`src/rtl/fdiv_pkg.sv`:
```
package fdiv_pkg;
  parameter int INT_W  = 7;
  parameter int FRAC_W = 3;
  parameter int CNT_W  = INT_W - 1;
  parameter int PH_W   = FRAC_W;
  parameter int WORD_W = 16;

  typedef struct packed {
    logic              capture;
    logic              zeroDiv;
  } ctrlStrobe_t;

  typedef struct packed {
    logic              bad;
    logic [CNT_W-1:0]  high;
    logic [CNT_W-1:0]  low;
    logic              edgeB;
    logic              noCnt;
    logic              fEn;
    logic [FRAC_W-1:0] frac;
    logic              rise;
    logic              fall;
    logic [PH_W-1:0]   phase;
  } divFields_t;
endpackage

```
`src/rtl/fdiv_ctrl.sv`:
```
module fdiv_ctrl
  import fdiv_pkg::*;
(
  input  logic             clk,
  input  logic             rstN,
  input  logic             inValid,
  input  logic [INT_W-1:0] divInt,
  output ctrlStrobe_t      strobe,
  output logic             validQ
);
  always_comb begin
    strobe.capture = inValid;
    strobe.zeroDiv = inValid && (divInt == '0);
  end

  always_ff @(posedge clk) begin
    if (!rstN) validQ <= 1'b0;
    else       validQ <= inValid;
  end
endmodule

```
`src/rtl/fdiv_datapath.sv`:
```
module fdiv_datapath
  import fdiv_pkg::*;
(
  input  logic              clk,
  input  logic              rstN,
  input  ctrlStrobe_t       strobe,
  input  logic [INT_W-1:0]  divInt,
  input  logic [FRAC_W-1:0] divFrac,
  output divFields_t        fieldsQ,
  output logic [WORD_W-1:0] word1,
  output logic [WORD_W-1:0] word2,
  output logic [WORD_W-1:0] word3
);
  localparam logic [CNT_W-1:0]  ONE_C = CNT_W'(1);
  localparam logic [FRAC_W-1:0] ONE_F = FRAC_W'(1);
  localparam logic [INT_W-1:0]  ONE_I = INT_W'(1);
  localparam logic [INT_W-1:0]  TWO_I = INT_W'(2);

  divFields_t       nxt;
  logic [CNT_W-1:0] halfInt;
  logic [INT_W-1:0] lowWide;
  logic             isEven;
  logic             fracOne;

  always_comb begin
    nxt     = '0;
    halfInt = divInt[INT_W-1:1];
    isEven  = ~divInt[0];
    fracOne = (divFrac == ONE_F);
    lowWide = divInt - {1'b0, halfInt};
    if (strobe.zeroDiv) begin
      nxt.bad = 1'b1;
    end else if (divInt == ONE_I) begin
      nxt.noCnt = 1'b1;
    end else if (divFrac == '0) begin
      nxt.high  = halfInt;
      nxt.edgeB = divInt[0];
      nxt.low   = lowWide[CNT_W-1:0];
    end else begin
      nxt.fEn   = 1'b1;
      nxt.frac  = divFrac;
      nxt.edgeB = divInt[0];
      nxt.high  = isEven ? halfInt - ONE_C : halfInt;
      nxt.low   = (isEven || fracOne) ? halfInt - ONE_C : halfInt;
      nxt.rise  = isEven;
      nxt.fall  = (isEven ^ fracOne) || ((divInt == TWO_I) && fracOne);
      nxt.phase = {divInt[0], divFrac[FRAC_W-1:1]};
    end
  end

  always_ff @(posedge clk) begin
    if (!rstN)               fieldsQ <= '0;
    else if (strobe.capture) fieldsQ <= nxt;
  end

  always_comb begin
    word1 = '0;
    word1[2*CNT_W-1:CNT_W] = fieldsQ.high;
    word1[CNT_W-1:0]       = fieldsQ.low;
    word2 = '0;
    word2[12+FRAC_W-1:12]  = fieldsQ.frac;
    word2[11]              = fieldsQ.fEn;
    word2[10]              = fieldsQ.rise;
    word2[7]               = fieldsQ.edgeB;
    word2[6]               = fieldsQ.noCnt;
    word3 = '0;
    word3[11+PH_W-1:11]    = fieldsQ.phase;
    word3[10]              = fieldsQ.fall;
  end
endmodule

```
`src/rtl/fdiv_encoder.sv`:
```
module fdiv_encoder
  import fdiv_pkg::*;
(
  input  logic              clk,
  input  logic              rstN,
  input  logic              inValid,
  input  logic [INT_W-1:0]  divInt,
  input  logic [FRAC_W-1:0] divFrac,
  output logic              outValid,
  output logic              badRatio,
  output logic [CNT_W-1:0]  highCnt,
  output logic [CNT_W-1:0]  lowCnt,
  output logic              edgeBit,
  output logic              noCount,
  output logic              fracEn,
  output logic [FRAC_W-1:0] fracVal,
  output logic              riseAdj,
  output logic              fallAdj,
  output logic [PH_W-1:0]   fracPhase,
  output logic [WORD_W-1:0] word1,
  output logic [WORD_W-1:0] word2,
  output logic [WORD_W-1:0] word3
);
  ctrlStrobe_t strobe;
  divFields_t  fieldsQ;

  fdiv_ctrl i_ctrl (
    .clk     (clk),
    .rstN    (rstN),
    .inValid (inValid),
    .divInt  (divInt),
    .strobe  (strobe),
    .validQ  (outValid)
  );

  fdiv_datapath i_dp (
    .clk     (clk),
    .rstN    (rstN),
    .strobe  (strobe),
    .divInt  (divInt),
    .divFrac (divFrac),
    .fieldsQ (fieldsQ),
    .word1   (word1),
    .word2   (word2),
    .word3   (word3)
  );

  assign badRatio  = fieldsQ.bad;
  assign highCnt   = fieldsQ.high;
  assign lowCnt    = fieldsQ.low;
  assign edgeBit   = fieldsQ.edgeB;
  assign noCount   = fieldsQ.noCnt;
  assign fracEn    = fieldsQ.fEn;
  assign fracVal   = fieldsQ.frac;
  assign riseAdj   = fieldsQ.rise;
  assign fallAdj   = fieldsQ.fall;
  assign fracPhase = fieldsQ.phase;
endmodule

```
`config.mk`:
```
export PLATFORM = sky130hd
export DESIGN_NAME = fdiv_encoder
export DESIGN_NICKNAME = d
export VERILOG_FILES = /design/src/rtl/fdiv_pkg.sv /design/src/rtl/fdiv_ctrl.sv /design/src/rtl/fdiv_datapath.sv /design/src/rtl/fdiv_encoder.sv
export SDC_FILE = /design/constraint.sdc
export NUM_CORES = 1
export LEC_CHECK = 0
export ABC_CLOCK_PERIOD_IN_PS = 1600
export BUFFER_PORTS_ARGS = -buffer_cell sky130_fd_sc_hd__buf_2
export CAP_MARGIN = 25
export CORE_AREA = 8 8 66 82
export CTS_CLUSTER_SIZE = 30
export DETAILED_ROUTE_END_ITERATION = 8
export DIE_AREA = 0 0 74 90
export GPL_ROUTABILITY_DRIVEN = 1
export GPL_TIMING_DRIVEN = 0
export PLACE_DENSITY = 0.78
export SETUP_SLACK_MARGIN = 0.15
export SYNTH_ARGS = -nofsm -noshare
export SYNTH_HDL_FRONTEND = slang
export SYNTH_SLANG_ARGS = --single-unit
export TNS_END_PERCENT = 10
```
`constraint.sdc`:
```
create_clock -name clk -period 1.6 [get_ports clk]
set_input_delay 0.08 -clock clk [delete_from_list [all_inputs] [get_ports clk]]
set_output_delay 0.08 -clock clk [all_outputs]
set_load 0.01 [all_outputs]
```
==> out/qor.txt <==
Seq/Total Area, Yosys: 0.2471
First DRT Iteration DRCs: 56
Die Footprint: 6660 sq um
FF-to-FF path depth: 4
Placed cells: 372
Drt drc: 0
Mapped Cells: 230
FILL cells: 396
Crit path required time: 1.76 ns
Wire length per cell: 11.66 um
Clock transition at path regs: 0.07 ns
Final period utilization: 0.8562
Cell Area, Synth: 1863 sq um
Top Ports: 86
Max frequency: 730.0 MHz
CTS Sinks: 23
Initial antenna violation count: 0
Layout cells sized above 1: 0.4224
Kind of critical path: input port to register
Yosys cell types: 41
Post-DP Area: 2326 sq um
GRT Resource Usage Total: 0.1252
Unrepaired setup endpoints after global routing: yes
Yosys top cell area share: 0.2471
Design area: 2427 sq um
Final #Nets: 352
Hold depth: 3
Yosys reg bits: 23
GRT overflow: 0
DIE HEIGHT: 90 um
Non-Filler Instances: 380
Layout area overhead: 30.29%
Min cycle time layout: 1.370 ns
CP arrival: 1.53 ns
Gpl congestion: 0.8497
Initial Util: 0.4412
Deepest clock path buffer count: 2
Hold slack final: 0.1093 ns
Later-pin clock latency in the skew report: 0.26 ns
Worst IR Drop VDD: 0.2734 mV
Leak: 1.304 nW
Core area: 4223 sq um
Yosys warns: 0
Worst min-delay path class: input port to register
CP endpoint kind: register
Vias: 1636
Pre-antenna DRT Iters: 4
Startpoint types: input port
CTS tree: done
Placement Setup Slack: -0.1657 ns
CP Max Fanout: 7
PortBufs: 60
Largest net degree at the start of global routing: 13
Max_cap viols: 0
Row count: 27
Die X: 74 um
Fin worst setup slack: 0.2301 ns
Status: finished, final reports clean
Root buffer cell: clkbuf_8
CTS Buf Count: 3
Final hold violation count: 0
Setup Viol. Count Final: 0
Leading post-synthesis cells by cell area: dfxtp_1, buf_4, ha_1
Post-Route Skew: 0 ns
Antenna viol nets, final: 0
First-pass GRT wire length: 6837 um
Diodes inserted: 0
Final wirelength: 4432 um
Vias in the first global route: 1619
Flop2flop setup slack: 0.75 ns
Cell Pwr Density: 625.2 nW/um^2
Hpwl dp: 3592 um
H-tree lvl count: 1
Hold Buf Count CTS: 0
Via density per instance: 4.305
Slew Viols, Final: 0
Final TNS setup: 0 ns
Avg Inst Size Synth: 8.100 sq um
Cell taking the most area after synthesis: dfxtp_1
==> timing repair <==
action	in CTS	in global routing
gates resized for setup	1	7
buffers inserted	0	4
endpoints found under the setup margin	1	5
==> cells in the mapped netlist <==
| cell | count |
|---|---|
| buf_4 | 50 |
| dfxtp_1 | 23 |
| ha_1 | 15 |
| nand2_1 | 15 |
| inv_1 | 14 |
| a21oi_1 | 13 |
| nor2_1 | 11 |
| nor2b_1 | 11 |
| nand2b_1 | 8 |
| xnor2_1 | 7 |
| a21boi_0 | 6 |
| o21ai_0 | 6 |
| nor3_1 | 5 |
| xor2_1 | 5 |
| clkbuf_1 | 4 |
| nand3_1 | 4 |
| and2_1 | 3 |
| o22ai_1 | 3 |
| a211oi_2 | 2 |
| buf_2 | 2 |
| nand4_1 | 2 |
| o31ai_1 | 2 |
| a21bo_2 | 1 |
| a21boi_1 | 1 |
| a21o_1 | 1 |
| a31o_2 | 1 |
| and2_0 | 1 |
| and2_2 | 1 |
| and2b_4 | 1 |
| and3_1 | 1 |
| and3b_1 | 1 |
| buf_6 | 1 |
| conb_1 | 1 |
| fa_1 | 1 |
| mux2i_1 | 1 |
| nand4b_1 | 1 |
| o211ai_1 | 1 |
| o21a_1 | 1 |
| o21ai_2 | 1 |
| o21bai_1 | 1 |
| or3_2 | 1 |
==> logic make-up after synthesis <==
family,share of synthesized area
xor+xnor,0.05641
fa+ha+maj,0.1115
other cells,0.002013
simple gates,0.1867
buf+inv,0.2492
compound gates,0.1417
mux,0.005373
flops,0.2471
==> flip-flops by register name, indices dropped and copies added, names as in the netlist <==
signal and flops:
i_dp.fieldsQ 22, i_ctrl.validQ 1
==> worst max-delay path: stages <==
cell,delay [ns]
buf_2,0.12
inv_1,0.17
ha_2,0.24
and3b_1,0.26
o21ai_2,0.15
and2_0,0.17
buf_2,0.15
a21oi_1,0.14
nor2b_1,0.05
==> layer usage <==
metal	track usage	vias to the layer above	routed length (um)
li1	-	851	-
met1	0.1255	719	1697
met2	0.2235	58	2280
met3	0.03333	8	367
met4	0.06355	0	87
met5	0	-	0
==> metrics by stage <==
step | total power, mW | util
3_5_place_dp | 1.148 | 0.5508
5_1_grt | 1.608 | 0.5748
2_1_floorplan | 0.9989 | -
6_report | 1.518 | 0.5748
3_3_place_gp | 1.138 | 0.5508
4_1_cts | 1.511 | 0.5627
==> power breakdown <==
group	switching, mW	leakage, nW	internal, mW
Combinational	0.266	1.09	0.258
Clock	0.182	0.0228	0.178
Sequential	0.0251	0.189	0.608
==> final cells by class <==
type,instances,area (sq um),share of cell area
multi-input combinational,160,1051,0.4330
timing repair buffer,64,330.3,0.1361
sequential,23,460.4,0.1897
clock buffer,4,45.04,0.01856
buffer,57,411.6,0.1696
tap,58,72.57,0.02990
inverter,14,56.30,0.02320
==> cell usage in the layout, fill, tap and decap left out, types with 2 or more instances in the layout <==
master	instances
a211oi_2	2
a21boi_0	6
a21oi_1	13
and2_1	3
buf_2	62
buf_4	54
clkbuf_1	5
clkbuf_8	3
conb_1	25
dfxtp_1	23
ha_1	14
inv_1	12
nand2_1	14
nand2b_1	8
nand3_1	4
nand4_1	2
nor2_1	11
nor2b_1	11
nor3_1	3
nor3_2	2
o21ai_0	6
o22ai_1	3
xnor2_1	7
xor2_1	5
==> path summary, 6_finish.rpt <==
kind	start	endpoint
setup / recovery	divInt[4]	i_dp.fieldsQ[1]
hold / removal	divFrac[1]	i_dp.fieldsQ[0]
setup reg to reg	i_dp.fieldsQ[16]	i_dp.fieldsQ[16]
hold reg to reg	i_dp.fieldsQ[20]	i_dp.fieldsQ[20]
No activity file was read; power rests on OpenSTA's default activity.
